$ cat config.mk
export PLATFORM = sky130hd
export DESIGN_NAME = soh_inserter
export DESIGN_NICKNAME = d
export VERILOG_FILES = /design/src/rtl/soh_ins_pkg.sv /design/src/rtl/soh_frame_pos.sv /design/src/rtl/soh_scrambler.sv /design/src/rtl/soh_bip8.sv /design/src/rtl/soh_inserter.sv
export SDC_FILE = /design/constraint.sdc
export NUM_CORES = 1
export LEC_CHECK = 0
export BUFFER_PORTS_ARGS = -buffer_cell sky130_fd_sc_hd__buf_2
export CAP_MARGIN = 10
export CORE_ASPECT_RATIO = 2
export CORE_MARGIN = 2
export CORE_UTILIZATION = 60
export DETAILED_ROUTE_END_ITERATION = 6
export GPL_TIMING_DRIVEN = 0
export PLACE_DENSITY = 0.79
export SETUP_SLACK_MARGIN = 0.1
export SYNTH_ARGS = -nofsm -noshare
export SYNTH_HDL_FRONTEND = slang
export SYNTH_SLANG_ARGS = --single-unit
$ cat constraint.sdc
create_clock -name clk -period 11.8 [get_ports clk]
set_clock_uncertainty 0.1 [all_clocks]
set_input_delay 1.18 -clock clk [delete_from_list [all_inputs] [get_ports clk]]
set_output_delay 1.18 -clock clk [all_outputs]
set_load 0.01 [all_outputs]
$ cat src/rtl/soh_ins_pkg.sv
package soh_ins_pkg;

    typedef enum logic {
        RATE_STS1  = 1'b0,
        RATE_STS3C = 1'b1
    } rate_e;

    typedef enum logic [2:0] {
        POS_A1   = 3'd0,
        POS_A2   = 3'd1,
        POS_C1   = 3'd2,
        POS_B1   = 3'd3,
        POS_ZERO = 3'd4,
        POS_DATA = 3'd5
    } pos_kind_e;

    typedef struct packed {
        pos_kind_e  kind;
        logic       scr_load;
        logic [1:0] c1_num;
    } pos_info_t;

    localparam logic [7:0] A1_CODE = 8'hF6;
    localparam logic [7:0] A2_CODE = 8'h28;

    localparam int SCR_W = 7;
    localparam logic [SCR_W-1:0] SCR_SEED = '1;

    // Key byte for a generator state, first generated bit in the MSB.
    function automatic logic [7:0] scr_key(input logic [SCR_W-1:0] s);
        logic [SCR_W-1:0] t;
        logic [7:0]       k;
        t = s;
        k = '0;
        for (int i = 7; i >= 0; i--) begin
            k[i] = t[SCR_W-1];
            t    = {t[SCR_W-2:0], t[SCR_W-1] ^ t[SCR_W-2]};
        end
        return k;
    endfunction

    // Generator state after eight steps.
    function automatic logic [SCR_W-1:0] scr_next(input logic [SCR_W-1:0] s);
        logic [SCR_W-1:0] t;
        t = s;
        for (int i = 0; i < 8; i++) begin
            t = {t[SCR_W-2:0], t[SCR_W-1] ^ t[SCR_W-2]};
        end
        return t;
    endfunction

    function automatic logic is_framing(input pos_kind_e k);
        return (k == POS_A1) || (k == POS_A2) || (k == POS_C1);
    endfunction

endpackage

$ cat src/rtl/soh_frame_pos.sv
module soh_frame_pos
    import soh_ins_pkg::*;
#(
    parameter int ROWS         = 9,
    parameter int COLS_PER_STS = 90,
    parameter int SOH_COLS     = 3,
    parameter int MAX_STS      = 3
) (
    input  logic      clk,
    input  logic      rst,
    input  logic      frame_start,
    input  rate_e     rate_sel,
    output logic      locked,
    output pos_info_t info
);

    localparam int MAX_COLS = COLS_PER_STS * MAX_STS;
    localparam int COL_W    = $clog2(MAX_COLS);
    localparam int ROW_W    = $clog2(ROWS);

    logic [ROW_W-1:0] row_q, row_c;
    logic [COL_W-1:0] col_q, col_c;
    logic             lock_q;

    logic [COL_W-1:0] n_sts;
    logic [COL_W-1:0] col_last;
    logic [COL_W-1:0] a2_start;
    logic [COL_W-1:0] c1_start;
    logic [COL_W-1:0] soh_end;

    assign n_sts    = (rate_sel == RATE_STS3C) ? COL_W'(MAX_STS) : COL_W'(1);
    assign col_last = COL_W'(COLS_PER_STS) * n_sts - COL_W'(1);
    assign a2_start = n_sts;
    assign c1_start = n_sts + n_sts;
    assign soh_end  = COL_W'(SOH_COLS) * n_sts;
    assign locked   = lock_q | frame_start;

    // Position of the byte presented this cycle.
    always_comb begin
        if (frame_start) begin
            row_c = '0;
            col_c = '0;
        end else if (col_q >= col_last) begin
            col_c = '0;
            row_c = (int'(row_q) >= ROWS - 1) ? '0 : row_q + ROW_W'(1);
        end else begin
            col_c = col_q + COL_W'(1);
            row_c = row_q;
        end
    end

    // Classify the position.
    always_comb begin
        info.kind     = POS_DATA;
        info.scr_load = 1'b0;
        info.c1_num   = 2'd0;
        if (row_c == ROW_W'(0)) begin
            if (col_c < a2_start) begin
                info.kind = POS_A1;
            end else if (col_c < c1_start) begin
                info.kind = POS_A2;
            end else if (col_c < soh_end) begin
                info.kind   = POS_C1;
                info.c1_num = 2'(col_c - c1_start + COL_W'(1));
            end
            info.scr_load = (col_c == soh_end);
        end else if (row_c == ROW_W'(1)) begin
            if (col_c == '0) begin
                info.kind = POS_B1;
            end else if (col_c < soh_end) begin
                info.kind = POS_ZERO;
            end
        end else if (row_c == ROW_W'(2)) begin
            if (col_c < soh_end) begin
                info.kind = POS_ZERO;
            end
        end
    end

    always_ff @(posedge clk) begin
        if (rst) begin
            row_q  <= '0;
            col_q  <= '0;
            lock_q <= 1'b0;
        end else begin
            row_q  <= row_c;
            col_q  <= col_c;
            lock_q <= locked;
        end
    end

    AST_POS_ROW_RANGE: assert property (@(posedge clk) disable iff (rst)
        int'(row_q) < ROWS);
    AST_POS_COL_RANGE: assert property (@(posedge clk) disable iff (rst)
        int'(col_q) < MAX_COLS);
    AST_FS_ORIGIN: assert property (@(posedge clk) disable iff (rst)
        frame_start |=> (row_q == '0 && col_q == '0));
    AST_LOCK_HOLD: assert property (@(posedge clk) disable iff (rst)
        lock_q |=> lock_q);
    AST_RATE_STABLE: assert property (@(posedge clk) disable iff (rst)
        (lock_q && !frame_start) |-> $stable(rate_sel));

endmodule

$ cat src/rtl/soh_scrambler.sv
module soh_scrambler
    import soh_ins_pkg::*;
(
    input  logic       clk,
    input  logic       rst,
    input  logic       load,
    input  logic       advance,
    output logic [7:0] key
);

    logic [SCR_W-1:0] state_q;
    logic [SCR_W-1:0] state_use;

    assign state_use = load ? SCR_SEED : state_q;
    assign key       = scr_key(state_use);

    always_ff @(posedge clk) begin
        if (rst) begin
            state_q <= SCR_SEED;
        end else if (advance) begin
            state_q <= scr_next(state_use);
        end
    end

    AST_SCR_AFTER_LOAD: assert property (@(posedge clk) disable iff (rst)
        (load && advance) |=> (state_q == 7'h02));
    AST_SCR_NONZERO: assert property (@(posedge clk) disable iff (rst)
        state_q != '0);

endmodule

$ cat src/rtl/soh_bip8.sv
module soh_bip8 (
    input  logic       clk,
    input  logic       rst,
    input  logic       frame_start,
    input  logic       locked,
    input  logic [7:0] tx_byte,
    output logic [7:0] b1
);

    logic [7:0] acc_q;
    logic [7:0] b1_q;

    assign b1 = b1_q;

    always_ff @(posedge clk) begin
        if (rst) begin
            acc_q <= '0;
            b1_q  <= '0;
        end else if (frame_start) begin
            b1_q  <= acc_q;
            acc_q <= tx_byte;
        end else if (locked) begin
            acc_q <= acc_q ^ tx_byte;
        end
    end

    AST_B1_IDLE_ZERO: assert property (@(posedge clk) disable iff (rst)
        !locked |=> (acc_q == '0 && b1_q == '0));
    AST_B1_HELD: assert property (@(posedge clk) disable iff (rst)
        !frame_start |=> $stable(b1_q));

endmodule

$ cat src/rtl/soh_inserter.sv
module soh_inserter
    import soh_ins_pkg::*;
#(
    parameter int ROWS         = 9,
    parameter int COLS_PER_STS = 90,
    parameter int SOH_COLS     = 3,
    parameter int MAX_STS      = 3
) (
    input  logic       clk,
    input  logic       rst,
    input  logic       frame_start,
    input  logic       rate_sel,
    input  logic       scr_en,
    input  logic [7:0] in_byte,
    output logic [7:0] out_byte,
    output logic       out_sof
);

    rate_e      rate;
    logic       locked;
    pos_info_t  info;
    logic [7:0] key;
    logic [7:0] b1;
    logic [7:0] pre_byte;
    logic       scr_apply;
    logic [7:0] tx_next;

    assign rate = rate_e'(rate_sel);

    soh_frame_pos #(
        .ROWS         (ROWS),
        .COLS_PER_STS (COLS_PER_STS),
        .SOH_COLS     (SOH_COLS),
        .MAX_STS      (MAX_STS)
    ) u_pos (
        .clk         (clk),
        .rst         (rst),
        .frame_start (frame_start),
        .rate_sel    (rate),
        .locked      (locked),
        .info        (info)
    );

    soh_scrambler u_scr (
        .clk     (clk),
        .rst     (rst),
        .load    (locked && info.scr_load),
        .advance (locked),
        .key     (key)
    );

    soh_bip8 u_bip (
        .clk         (clk),
        .rst         (rst),
        .frame_start (frame_start),
        .locked      (locked),
        .tx_byte     (tx_next),
        .b1          (b1)
    );

    always_comb begin
        unique case (info.kind)
            POS_A1:   pre_byte = A1_CODE;
            POS_A2:   pre_byte = A2_CODE;
            POS_C1:   pre_byte = {6'b0, info.c1_num};
            POS_B1:   pre_byte = b1;
            POS_ZERO: pre_byte = 8'h00;
            default:  pre_byte = in_byte;
        endcase
    end

    assign scr_apply = scr_en && !is_framing(info.kind);
    assign tx_next   = locked ? (pre_byte ^ (scr_apply ? key : 8'h00)) : 8'h00;

    always_ff @(posedge clk) begin
        if (rst) begin
            out_byte <= '0;
            out_sof  <= 1'b0;
        end else begin
            out_byte <= tx_next;
            out_sof  <= frame_start;
        end
    end

    AST_IDLE_ZERO: assert property (@(posedge clk) disable iff (rst)
        !locked |=> (out_byte == 8'h00));
    AST_A1_CODE: assert property (@(posedge clk) disable iff (rst)
        (locked && info.kind == POS_A1) |=> (out_byte == 8'hF6));
    AST_A2_CODE: assert property (@(posedge clk) disable iff (rst)
        (locked && info.kind == POS_A2) |=> (out_byte == 8'h28));
    AST_C1_RANGE: assert property (@(posedge clk) disable iff (rst)
        (locked && info.kind == POS_C1) |=>
            (out_byte != 8'h00 && out_byte <= 8'(MAX_STS)));
    AST_ZERO_CLEAR: assert property (@(posedge clk) disable iff (rst)
        (locked && info.kind == POS_ZERO && !scr_en) |=> (out_byte == 8'h00));
    AST_DATA_THROUGH: assert property (@(posedge clk) disable iff (rst)
        (locked && info.kind == POS_DATA && !scr_en) |=>
            (out_byte == $past(in_byte)));
    AST_SOF_ALIGN: assert property (@(posedge clk) disable iff (rst)
        frame_start |=> out_sof);
    AST_SOF_QUIET: assert property (@(posedge clk) disable iff (rst)
        !frame_start |=> !out_sof);

endmodule

# Yosys cells after proc, flatten, opt, wreduce, memory -nomap -nowiden
# Cells that the tools add are included.
# word_totals
word_cells	72
register_bits	46
inputBits	13
# op_classes
n_bitwise	11
addsub	6
eq_ne	7
n_reduce_logical	9
order_cmp	5
multipliers	2
n_mux	24
# ops
cell	count
$pmux 8 s5	1
$mux 8	4
$mux 3	8
$lt 9x9->1	2
$mux 9	2
$xor 8x8->8	2
$mux 4	3
$add 9x1->9 const B	1
$eq 9x9->1	1
$ge 9x9->1	1
$logic_not 9->1	1
$lt 9x2->1	1
$mul 2x9->9 const A	1
$mul 6x9->8 const A	1
$sub 9x1->9 const B	1
$mux 2	4
$xor 1x1->1	8
$mux 7	1
$eq 3x2->1 const B	2
$add 4x1->4 const B	1
$eq 4x1->1 const B	1
$eq 4x2->1 const B	1
$ge 4x4->1 const B	1
$logic_not 4->1	1
12 further kinds	14

# Logic depth before layout (Yosys ltp)
# Gate-level depths: netlist of run 1.
# depth
word_depth	22
depth_mapped	18

# Hierarchy
# Synthesis of run 1 repeated with hierarchy kept, for this count alone.
# unflattened
cells_unflattened	365
hier_area_um2	3009.1
# modules_own_cells
module	area_each_um2	cells_per_inst	n_inst
soh_frame_pos	1273.7	156	1
soh_bip8	693.2	77	1
soh_inserter	685.7	89	1
soh_scrambler	356.6	43	1

# Worst setup path before layout of run 1
# No wires, ideal clock.
# synth_timing
kind	input to register
startpoint	input port rate_sel
endpoint	register u_bip.acc_q[1]
cell_stages	15
setup_ns	0.134
arrival_ns	5.020
slack_ns	6.546
cell_sequence	ha_1 > o31a_1 > a2bb2oi_1 > nor3_1 > nand2_1 > inv_1 > ha_1 > nor2b_1 > or4_1 > o22a_1 > nor4_1 > a21oi_1 > o221ai_2 > mux2_1 > or4_1
# synth_via
elab_chain_cells	22
word_cells_on_any_way	50
classes_between	add/sub (4); mul (2); order compare (4); eq/ne (7); mux (23); bitwise (2); reduce/logical (8)
# synth_lines
element	line_no	text
start, declared	soh_inserter.sv:12	input logic rate_sel,
$mux 2 *	soh_frame_pos.sv:31	assign n_sts = (rate_sel == RATE_STS3C) ? COL_W'(MAX_STS) : COL_W'(1);
$mul 6x9->8 *	soh_frame_pos.sv:32	assign col_last = COL_W'(COLS_PER_STS) * n_sts - COL_W'(1);
$sub 9x1->9 *	soh_frame_pos.sv:32	
$ge 9x9->1 *	soh_frame_pos.sv:43	end else if (col_q >= col_last) begin
$mux 9 *	soh_frame_pos.sv:43	
$mux 9 *	soh_frame_pos.sv:40	if (frame_start) begin
named net u_pos.col_c[1]	soh_frame_pos.sv:22	logic [COL_W-1:0] col_q, col_c;
$lt 9x9->1	soh_frame_pos.sv:62, soh_frame_pos.sv:70, soh_frame_pos.sv:74	
[... 7 more ...]	n/a	
$logic_not 1->1	soh_inserter.sv:72	assign scr_apply = scr_en && !is_framing(info.kind);
$logic_and 1x1->1	soh_inserter.sv:72	
$mux 8	soh_inserter.sv:73	assign tx_next = locked ? (pre_byte ^ (scr_apply ? key : 8'h00)) : 8'h00;
$xor 8x8->8 *	soh_inserter.sv:73	
$mux 8 *	soh_inserter.sv:73	
$xor 8x8->8	soh_bip8.sv:23	acc_q <= acc_q ^ tx_byte;
$mux 8	soh_bip8.sv:22	end else if (locked) begin
$mux 8 *	soh_bip8.sv:19	end else if (frame_start) begin
end signal, assigned	soh_bip8.sv:21	acc_q <= tx_byte;
end signal, assigned	soh_bip8.sv:23	
end, declared	soh_bip8.sv:10	logic [7:0] acc_q;
# Mark *: on every way through the listed nets, which the timed path passes. The rest lies on a longest branch. The select of a mux whose other input is x is not followed.
# A chain may end at the register's enable or synchronous reset.

# Final worst setup path of run 1
# Same ends and word-level chain as after synthesis.

==> results of run 1 <==
==> through the flow <==
stage          power [mW]  area [um2]
3_5_place_dp        0.241        3170
3_3_place_gp        0.240        3170
5_1_grt             0.371        3270
4_1_cts             0.356        3270
6_report            0.355        3270
2_1_floorplan       0.224        3000
==> registers in the layout (all words and copies together), names as in the netlist <==
signal and count:
u_pos.col_q 9, u_pos.row_q 4, u_pos.lock_q 1, u_bip.acc_q 8, out_byte 8, out_sof 1
u_bip.b1 8, u_scr.state_q 7
==> logic make-up after synthesis <==
family	after synthesis
flip-flops	46
adder cells (fa/ha/maj)	14
multiplexers	19
AND/OR/NAND/NOR	130
XOR/XNOR	26
buffers and inverters	42
AO/OA/AOI/OAI	89
==> path summary, 6_finish.rpt <==
check	start	to	slack (ps)
setup / recovery	rate_sel	u_bip.acc_q[1]$_SDFFE_PP0P_	5800
hold / removal	u_bip.acc_q[6]$_SDFFE_PP0P_	u_bip.b1[6]$_SDFFE_PP0P_	400
setup reg to reg	u_pos.col_q[6]$_SDFF_PP0_	u_bip.acc_q[1]$_SDFFE_PP0P_	6480
hold reg to reg	u_bip.acc_q[6]$_SDFFE_PP0P_	u_bip.b1[6]$_SDFFE_PP0P_	400
==> worst max-delay path: stages <==
cell	delay, ps
buf_2	130
inv_1	130
ha_1	260
nor4_1	340
a2bb2oi_1	260
nor3_1	420
nand2_1	210
inv_1	150
ha_1	240
nor2b_1	120
or4_1	430
o22a_1	230
nor4_1	830
a21oi_1	130
o221ai_2	160
mux2_1	360
or4_1	510
==> layout by cell type (no fill, tap or decap), drive strengths merged, types with 5 or more instances in the layout <==
cell type | netlist | final
nor2 | 40 | 40
dfxtp | 46 | 46
nand3 | 7 | 7
nor3 | 23 | 23
nand4 | 6 | 6
nand2 | 22 | 22
xnor2 | 15 | 15
clkbuf | 16 | 23
a21oi | 21 | 21
o221ai | 9 | 9
o21ai | 12 | 12
nor2b | 6 | 6
buf | 6 | 25
o211ai | 5 | 5
mux2i | 17 | 17
inv | 19 | 19
xor2 | 11 | 11
ha | 14 | 14
o31ai | 6 | 6
==> power by group <==
part | leakage [nW] | switching [mW] | internal [mW] | total (mW)
sequential | 0.378 | 0.00947 | 0.166 | 0.176
combinational | 0.919 | 0.0359 | 0.0267 | 0.0626
clock | 0.0524 | 0.0537 | 0.0634 | 0.117
total | 1.35 | 0.0992 | 0.256 | 0.355
==> metal layers <==
layer	track usage	wire, um	part of all wire	vias to the layer above
li1	-	-	-	1381
met1	0.272	2700	0.35	1318
met2	0.516	4100	0.53	70
met3	0.0776	283	0.037	44
met4	0.254	627	0.081	0
met5	0	0	0	-
==> layout make-up <==
class / instances / share of cell area
tap: 57 / 0.0218
inverter: 20 / 0.0229
sequential: 46 / 0.281
buffer: 22 / 0.0260
clock buffer: 7 / 0.0233
timing repair buffer: 19 / 0.0291
multi-input combinational: 278 / 0.586
clock inverter: 1 / 0.00917
==> impl_results.md, run 1 <==
- Outcome: completed
- Final-layout fill cell count: roughly 460
- Pre-CTS setup slack: about 5700 ps
- First-pass GRT wire length: roughly 12000 um
- Seq/Total Area, Yosys: 0.307
- Global placer's final weighted congestion: 0.838
- Simple-Gate Fraction of Synth Area: 0.216
- Area delta synth->final: 9.09%
- WL per Instance: approximately 17 um
- Leakage: about 1.3 nW
- Hold Buf Count CTS: 0
- RSZ-0062 raised after global routing: no
- Post-synth top area share: 0.307
- Share of post-route cells with drive strength above 1: 0.104
- Antenna diodes: 0
- Vias per cell: around 6.3
- Post-cts resize count: 0
- Drt total wl: between 7000 and 8000 um
- Data arrival, critical path: between 6000 and 7000 ps
- Synth area leaders: dfxtp_1 (31%), ha_1 (5.8%), mux2i_1 (5.7%)
- FF-to-FF path depth: 15
- Post-synthesis mux area share: 0.0655
- Clk sinks: 46
- Register bit total from synthesis: 46
- # setup viols final: 0
- Hold Crit Class: reg2reg
- DRC viols: 0
- Max-Cap Viols: 0
- Synth Area in Compound Gates: 0.224
- Final WS setup: approximately 5800 ps
- Setup bufs post-CTS: 0
- Count of pins over their slew limit: 0
- Clock tree buffer depth: 2
- Rows: 36
- Die Wd: around 54 um
- Synth Area in Adders: 0.0584
- Post-synthesis instance area: 3000 um2
- Power per cell area: around 110 nW/um2
- Die Y: around 100 um
- WS Path Type: in2reg
- Main synth FF type: dfxtp_1
- DP HPWL: 5940 um
- Inst Count DP: about 440
- Final min period: approximately 6000 ps
- First-pass DRT Iterations: 4
- Startpoint type of the worst setup path: input port
- Required @ worst endpoint: between 10000 and 15000 ps
- Final Cycle Share: 0.509
- Post-synth net total: a little under 400
- Number of global-route vias before repair: roughly 2700
- Hold Fails Final Rpt: 0
- Mean Syn Cell Area: approximately 8.2 um2
- Post-synth top cells: dfxtp_1 (46), nor2_1 (39), nor3_1 (23), nand2_1 (22), a21oi_1 (21)
- F_max: ~0.17 GHz
- H-tree depth: 2
- Reg clk slew, reported paths: approximately 80 ps
- Final Non-Filler Cells: 450
- I/O pin count: 22
- Yosys warnings: 0
- Via count: 2813
- CP Capture Type: register
- Worst Max-Slew Pin Slew: 1000 ps
- Placeable Area: 4860 um2
- Initial antenna violation count: 0
- Total die area: approximately 5600 um2
- Global Route Usage Sum: 0.303
- Finished Core Util: 0.673
- Starting Density: 0.617
- CTS tree: built
- Async SR Flop Fraction: 0
- Initial drt markers: 66
- Global route overflow: 0
- Multi-input gate area: 1920 um2
- Routed Antenna Nets: 0
- Worst-path maximum fanout: 6
- Hold_ws: 403 ps
- Max_slew headroom: 0.327
- Number of enable flip-flop cells after synthesis: 0
- Most frequent cell after synthesis: dfxtp_1
- FF+latch area: 921 um2
- Setup tns final: 0 ps
- Layout Nets: 419
- Synth Area in XOR/XNOR: 0.0759
- Root Buffer: clkbuf_8
- Min-Delay Path Depth: 2
- Worst-Skew Late Latency: between 300 and 400 ps
- Buffers added on ports: 19
- Main combinational cell family by area after synthesis: compound AO/OA/AOI/OAI gates
- Largest area contributor in the netlist: dfxtp_1
- Netlist cell types: 61
- Largest net degree at the start of global routing: 14
- Post-Syn Instances: roughly 370
- TritonCTS Buffers: 5
- Worst vdd ir: between 0.0001 and 0.00015 V
(Power assumes the default switching activity.)
==> run 2: changes to the inputs <==
--- a/config.mk
+++ b/config.mk
@@ -5,6 +5,7 @@
 export SDC_FILE = /design/constraint.sdc
 export NUM_CORES = 1
 export LEC_CHECK = 0
+export ABC_AREA = 1
 export BUFFER_PORTS_ARGS = -buffer_cell sky130_fd_sc_hd__buf_2
 export CAP_MARGIN = 10
 export CORE_ASPECT_RATIO = 2
==> constraint.sdc (replaced) <==
create_clock -name clk -period 5.8 [get_ports clk]
set_clock_uncertainty 0.1 [all_clocks]
set_input_delay 0.58 -clock clk [delete_from_list [all_inputs] [get_ports clk]]
set_output_delay 0.58 -clock clk [all_outputs]
set_load 0.01 [all_outputs]
==> run 2 against run 1 <==
Compared with the run above:
- synthesized area increased by 6.9%
- largest cell class unchanged
- die area increased by 6.5%
- synthesized cell count increased by 43%
- clock power increased by 79%
==> impl_results.md, run 2 <==
- Critical path buffers and inverters: 5 (+2)
- Largest net degree at the start of global routing: 14 (unchanged)
- Layout Nets: 576 (+37%)
- FF+latch area: 921 um2 (unchanged)
- Count of pins over their slew limit: 0 (unchanged)
- WL per Instance: 13.4 um (-22%)
- Most common cell after layout, fill and taps aside: nand2_1
- Comb pwr share: 0.199 (+0.023)
- Share of post-route cells with drive strength above 1: 0.136 (+0.0320)
- WS Path Type: in2reg
- Worst Hold Path EP: u_bip.b1[1]$_SDFFE_PP0P_
- Final min period: 3790 ps
- F_max: 0.264 GHz
- Hold Crit Class: reg2reg
- FF-to-FF path depth: 24 (+9)
- Area delta synth->final: 8.23%
- Reg clk slew, reported paths: 90 ps (about the same)
- Rows: 37 (+2.8%)
- Leakage: 1.85 nW (+37%)
- CTS tree: built
- Max_slew headroom: 0.610 (+0.283)
- Reg with most FFs: u_pos.col_q
- Antenna diodes: 0 (unchanged)
- Global route overflow: 0 (unchanged)
- Data arrival, critical path: 3950 ps (-2150 ps)
- Global Route Usage Sum: 0.285 (-0.0179)
- Total die area: 5980 um2 (+6.5%)
- Clk sinks: 46 (unchanged)
- CP top delay family: simple AND/OR/NAND/NOR gates
- Most frequent cell after synthesis: nand2_1
- RSZ-0062 raised after global routing: no
- Post-synth top cells: nand2_1 (130), nor2_1 (86), inv_1 (76), dfxtp_1 (46), nand3_1 (43)
- Multi-input gate area: 1920 um2 (-0.20%)
- Internal power: 0.479 mW (+87%)
- Main synth FF type: dfxtp_1
- DP HPWL: 6500 um (+9.4%)
- Seq pwr share: 0.499 (+0.005)
- Clk pwr share: 0.302 (-0.028)
- Startpoint type of the worst setup path: input port
- Most Frequent Cell on Critical Path: nand2_1
- CP max-delay cell: ha_1
- Number of enable flip-flop cells after synthesis: 0 (unchanged)
- Worst-path maximum fanout: 9 (+3)
- Vias per cell: 5.43 (-13%)
- Via count: 3299 (+17%)
- I/O pin count: 22 (unchanged)
- CP Capture Type: register
- Register bit total from synthesis: 46 (unchanged)
- Clock tree buffer depth: 2 (unchanged)
- Outcome: completed
- First-pass GRT wire length: 13300 um (+7.0%)
- Max layer used: met4
- Required @ worst endpoint: 5960 ps (-5930 ps)
- Mean Syn Cell Area: 6.14 um2 (-25%)
- Metal-1 WL: 2860 um (+5.8%)
- Setup bufs post-CTS: 0 (unchanged)
- Number of global-route vias before repair: 3179 (+16%)
- Global placer's final weighted congestion: 0.957 (+14%)
- Worst Max-Slew Pin Slew: 585 ps (-415 ps)
- Die Wd: 55.7 um (+3.1%)
- Worst vdd ir: 0.000238 V (+110%)
- Hold Buf Count CTS: 0 (unchanged)
- Drt total wl: 8160 um (+5.7%)
- DRC viols: 0 (unchanged)
- Crit-path cells: buf_2 -> inv_1 -> ha_1 -> nand2_1 -> nor2_2 -> nand3_2 -> nand3_2 -> nor2_8 -> nand3_1 -> inv_1 -> ha_1 -> nand2_1 -> nand3b_1 -> nand2_1 -> nand2_1 -> o21ai_4 -> nand3_1 -> nand2_1 -> inv_1 -> o21ai_2 -> nand3_1 -> nand2_1 -> inv_1 -> nor2_1
- Sw Ratio: 0.311 (+0.0320)
- Final-layout fill cell count: 497 (+7.6%)
- Async SR Flop Fraction: 0 (unchanged)
- Met2 wire length: 4650 um (+13%)
- # setup viols final: 0 (unchanged)
- Hold_ws: 355 ps (-48.2 ps)
- Power per cell area: 200 nW/um2 (+85%)
- Total power: 0.695 mW (+96%)
- Netlist cell types: 35 (-43%)
- Met3 wire len: 238 um (-16%)
- Initial drt markers: 110 (+67%)
- RR Endpoint: u_bip.acc_q[0]$_SDFFE_PP0P_
- Hold Fails Final Rpt: 0 (unchanged)
- Initial antenna violation count: 0 (unchanged)
- Post-synthesis instance area: 3210 um2 (+6.9%)
- Routed Antenna Nets: 0 (unchanged)
- Worst-Skew Late Latency: 310 ps (about the same)
- Crit-path max cell delay: 420 ps (-410 ps)
- Die Y: 107 um (+3.3%)
- Min-Delay Path Depth: 2 (unchanged)
- Max reg flops: 9 (unchanged)
- First-pass DRT Iterations: 4 (unchanged)
- Synth area leaders: dfxtp_1 (29%), nand2_1 (15%), nor2_1 (10%)
- Critical R2R Launch: u_pos.col_q[4]$_SDFF_PP0_
- Buffers added on ports: 20 (+1)
- Yosys warnings: 0 (unchanged)
- H-tree depth: 2 (unchanged)
- Seq/Total Area, Yosys: 0.287 (-0.0198)
- Max-Cap Viols: 0 (unchanged)
- FF-to-FF setup slack: 2230 ps (-4250 ps)
- Finished Core Util: 0.675 (+0.00259)
- Post-Syn Instances: 522 (+43%)
- TritonCTS Buffers: 5 (unchanged)
- Placeable Area: 5140 um2 (+5.6%)
- Post-synth net total: 549 (+40%)
- Post-synth top area share: 0.287 (-0.0198)
- Setup tns final: 0 ps (unchanged)
- Largest area contributor in the netlist: dfxtp_1
- Hold_sp: u_bip.acc_q[1]$_SDFFE_PP0P_
- Post-cts resize count: 0 (unchanged)
- Final Cycle Share: 0.654
- Most frequent cells in the layout: nand2_1 (130), nor2_1 (86), inv_1 (76)
- Starting Density: 0.624 (+0.00729)
- Psw: 0.216 mW (+120%)
- Root Buffer: clkbuf_8
==> run 2: power groups by stage <==
stage | Combinational [mW] | Sequential (mW) | Clock, mW
after floorplan | 0.0991 | 0.355 | 0
after CTS | 0.138 | 0.347 | 0.214
after global routing | 0.157 | 0.349 | 0.221
final | 0.138 | 0.347 | 0.210
after global placement | 0.134 | 0.353 | 0
after detailed placement | 0.138 | 0.354 | 0
==> run 2: worst min-delay path, cell delays in order (launching register included) <==
cell	delay, ps
dfxtp_1	300
inv_1	60
a21oi_1	50
==> run 2: final cells by class <==
| cell class | instances | area share |
|---|---|---|
| Inverter | 87 | 0.0941 |
| Clock inverter | 1 | 0.00144 |
| Timing Repair Buffer | 20 | 0.0288 |
| Clock buffer | 7 | 0.0249 |
| Tap cell | 58 | 0.0209 |
| Buffer | 11 | 0.0126 |
| Sequential cell | 46 | 0.265 |
| Multi-Input combinational cell | 378 | 0.552 |
==> run 2: stage by stage <==
stage	area [um2]	worst slack, ps	cells
after floorplan	3210	2440	522
after global placement	3380	1810	600
after detailed placement	3380	1700	600
after CTS	3470	2020	608
after global routing	3470	1740	608
final	3470	2010	608
==> run 2: logic make-up after synthesis <==
kind of cell    after synthesis  share of synthesized area
xor+xnor                      2                    0.00546
buf+inv                      98                      0.115
simple gates                314                      0.451
compound gates               48                     0.0866
fa+ha+maj                    14                     0.0546
flops                        46                      0.287
==> run 2: worst max-delay path by stage <==
stage	start	endpoint	slack, ps	depth (start not counted)
after floorplan	rate_sel	u_bip.acc_q[1]$_SDFFE_PP0P_	2440	24
after global placement	rate_sel	u_bip.acc_q[3]$_SDFFE_PP0P_	1810	25
after detailed placement	rate_sel	u_bip.acc_q[0]$_SDFFE_PP0P_	1700	24
after CTS	rate_sel	u_bip.acc_q[0]$_SDFFE_PP0P_	2020	24
after global routing	rate_sel	u_bip.acc_q[0]$_SDFFE_PP0P_	1740	24
final	rate_sel	u_bip.acc_q[0]$_SDFFE_PP0P_	2010	24
==> run 2: layer usage <==
layer,track usage,vias to the layer above
li1,-,1686
met1,0.237,1506
met2,0.582,76
met3,0.0409,31
met4,0.190,0
met5,0,-
==> run 3: changes to the inputs <==
--- a/config.mk
+++ b/config.mk
@@ -10,10 +10,10 @@
 export CAP_MARGIN = 10
 export CORE_ASPECT_RATIO = 2
 export CORE_MARGIN = 2
-export CORE_UTILIZATION = 60
+export CORE_UTILIZATION = 55
 export DETAILED_ROUTE_END_ITERATION = 6
 export GPL_TIMING_DRIVEN = 0
-export PLACE_DENSITY = 0.79
+export PLACE_DENSITY = 0.76
 export SETUP_SLACK_MARGIN = 0.1
 export SYNTH_ARGS = -nofsm -noshare
 export SYNTH_HDL_FRONTEND = slang
==> constraint.sdc (replaced) <==
create_clock -name clk -period 3.2 [get_ports clk]
set_clock_uncertainty 0.1 [all_clocks]
set_input_delay 0.32 -clock clk [delete_from_list [all_inputs] [get_ports clk]]
set_output_delay 0.32 -clock clk [all_outputs]
set_load 0.01 [all_outputs]
==> run 3 against run 2 <==
Compared with the run above:
- the run now ends with negative setup slack left
- via count is 7.1% higher
- die area rose by 8.6%
- clock power rose to 2.5 times the previous value
- combinational power rose by 130%
- register-to-register slack worse by 2300 ps
- worst hold slack worse by 6.4 ps
- global-route usage grew 1.8 points
- non-clock buffer count up 23
- core utilization up 5.8 points
- critical path type is now reg2reg
- critical endpoint is now u_bip.acc_q[5]$_SDFFE_PP0P_
- highest routed layer unchanged
==> impl_results.md, run 3 (synthesis results as in run 2) <==
- Most common cell after layout, fill and taps aside: nand2_1
- FF-to-FF path depth: 22 (-8.3%)
- F_max: slightly above 0.3 GHz
- Antenna diodes: 0 (unchanged)
- Initial antenna violation count: 0 (unchanged)
- Final WS setup: -86.0 ps (-2090 ps)
- Die Y: 112 um (+4.3%)
- Critical R2R Launch: u_pos.col_q[6]$_SDFF_PP0_
- Global placer's final weighted congestion: 0.935 (-2.3%)
- Met3 wire len: 327 um (+37%)
- Setup crit start: u_pos.col_q[6]$_SDFF_PP0_
- Reg clk slew, reported paths: 60 ps (-30 ps)
- Startpoint type of the worst setup path: register
- Hold Buf Count CTS: 0 (unchanged)
- Power per cell area: 358 nW/um2 (+79%)
- Metal-1 WL: 3150 um (+10%)
- Met2 wire length: 5350 um (+15%)
- Max layer used: met4
- Leakage: 2.08 nW (+12%)
- DP HPWL: 6500 um (about the same)
- TritonCTS Buffers: 5 (unchanged)
- WL per Instance: 14.9 um (+11%)
- FF-to-FF setup slack: -90 ps (-2320 ps)
- CP Capture Type: register
- Data arrival, critical path: 3380 ps (-570 ps)
- Initial drt markers: 135 (+23%)
- Max_slew headroom: 0.574 (-0.0359)
- Global Route Usage Sum: 0.303 (+0.0179)
- First-pass DRT Iterations: 5 (+1)
- I/O pin count: 22 (unchanged)
- Placeable Area: 5660 um2 (+10%)
- Total die area: 6490 um2 (+8.6%)
- Failing checks: negative setup slack
- Area delta synth->final: 29.4%
- Die Wd: 58.0 um (+4.1%)
- Final Cycle Share: 1.03
- DRC viols: 0 (unchanged)
- Number of global-route vias before repair: 3492 (+9.8%)
- Rows: 39 (+5.4%)
- Global route overflow: 0 (unchanged)
- Worst Max-Slew Pin Slew: 639 ps (+53.8 ps)
- Final-layout fill cell count: 457 (-8.0%)
- H-tree depth: 2 (unchanged)
- Final min period: about 3300 ps
- Clock tree buffer depth: 2 (unchanged)
- Hold_sp: u_bip.acc_q[1]$_SDFFE_PP0P_
- Max-Cap Viols: 0 (unchanged)
- # setup viols final: 8 (+8)
- Hold Crit Class: reg2reg
- Root Buffer: clkbuf_16
- Largest net degree at the start of global routing: 14 (unchanged)
- Count of pins over their slew limit: 0 (unchanged)
- CTS tree: built
- Finished Core Util: 0.733 (+0.0575)
- First-pass GRT wire length: 15200 um (+15%)
- Routed Antenna Nets: 0 (unchanged)
- Via count: 3534 (+7.1%)
- Drt total wl: 9480 um (+16%)
- Worst vdd ir: 0.000435 V (+82%)
- Pre-CTS setup slack: -579 ps (-2280 ps)
- Vias per cell: 5.56 (+2.4%)
- Reg with most FFs: u_pos.col_q
- Outcome: finished, violations left
- Worst-path maximum fanout: 4 (-5)
- Starting Density: 0.567 (-0.0575)
- Setup tns final: -335 ps (-335 ps)
- Most frequent cells in the layout: nand2_1 (106), nor2_1 (76), inv_1 (69)
- Required @ worst endpoint: 3290 ps (-2670 ps)
- Layout Nets: 601 (+4.3%)
- Worst-Skew Late Latency: 290 ps (-20 ps)
- WS Path Type: reg2reg
- RSZ-0062 raised after global routing: yes
- Total power: 1.49 mW (+110%)
- Buffers added on ports: 20 (unchanged)
- Share of post-route cells with drive strength above 1: 0.303 (+0.166)
- Hold Fails Final Rpt: 0 (unchanged)
- RR Endpoint: u_bip.acc_q[5]$_SDFFE_PP0P_
- Clk sinks: 46 (unchanged)
- Max reg flops: 9 (unchanged)
- CP Capture Point: u_bip.acc_q[5]$_SDFFE_PP0P_
## run 3: changes by cell type in the layout (fill, tap and decap cells not counted), sizes merged
cell	delta
o21ai	+1
nand3	+1
clkinvlp	+1
buf	+23
inv	-1
## run 3: metrics by stage
step           hold slack, ps  instances  cell area [um2]
2_1_floorplan             330        522             3240
3_3_place_gp              341        603             3420
3_5_place_dp              342        603             3420
4_1_cts                   328        631             3960
5_1_grt                   384        636             4150
6_report                  348        636             4150
## run 3: power breakdown
group / total [mW] / internal (mW) / switching, mW
clock network: 0.535 / 0.310 / 0.225
registers: 0.628 / 0.609 / 0.0185
logic: 0.322 / 0.117 / 0.205
## run 3: final cells by class
cell class                      count  area, um2  share of cell area
Multi-Input combinational cell    380       2310               0.558
Sequential cell                    46        941               0.227
Inverter                           87        330              0.0796
Timing Repair Buffer               43        295              0.0712
Clock buffer                        7        143              0.0344
Tap cell                           61       76.3              0.0184
Buffer                             11       43.8              0.0106
Clock inverter                      1       5.00             0.00121
## run 3: worst min-delay path by stage
stage,cells after the start,endpoint,slack [ps]
6_report,2,u_bip.b1[1]$_SDFFE_PP0P_,350
3_5_place_dp,2,u_bip.b1[1]$_SDFFE_PP0P_,340
3_3_place_gp,2,u_bip.b1[1]$_SDFFE_PP0P_,340
4_1_cts,4,u_bip.b1[5]$_SDFFE_PP0P_,330
5_1_grt,2,u_bip.b1[7]$_SDFFE_PP0P_,380
2_1_floorplan,2,u_bip.b1[0]$_SDFFE_PP0P_,330
## run 3: what timing repair did
item,CTS,global route
setup buffers,18,5
resized for setup,53,48
cloned,2,0
pin swaps,39,31
setup endpoints to repair,19,19
## run 3: worst max-delay path, stage by stage (launching register included)
cell and delay, ps:
dfxtp_4 360, ha_4 280, nand2_1 90, nor2_4 190, nand3_4 120, nand3_4 120, nor2_8 60, nand3_4 80
inv_1 80, ha_4 280, nand2_1 60, nand3b_1 180, nand2_2 150, nand2_4 80, buf_4 150, o21ai_4 230
nand3_2 140, nand2_2 90, nand2_1 60, nand3_2 100, nand2_1 60, nand2_1 50, nor2_1 40
## run 3: metal layers
layer	global-route usage	vias to the layer above
met3	0.0383	51
li1	-	1736
met1	0.266	1633
met5	0	-
met4	0.203	0
met2	0.589	114
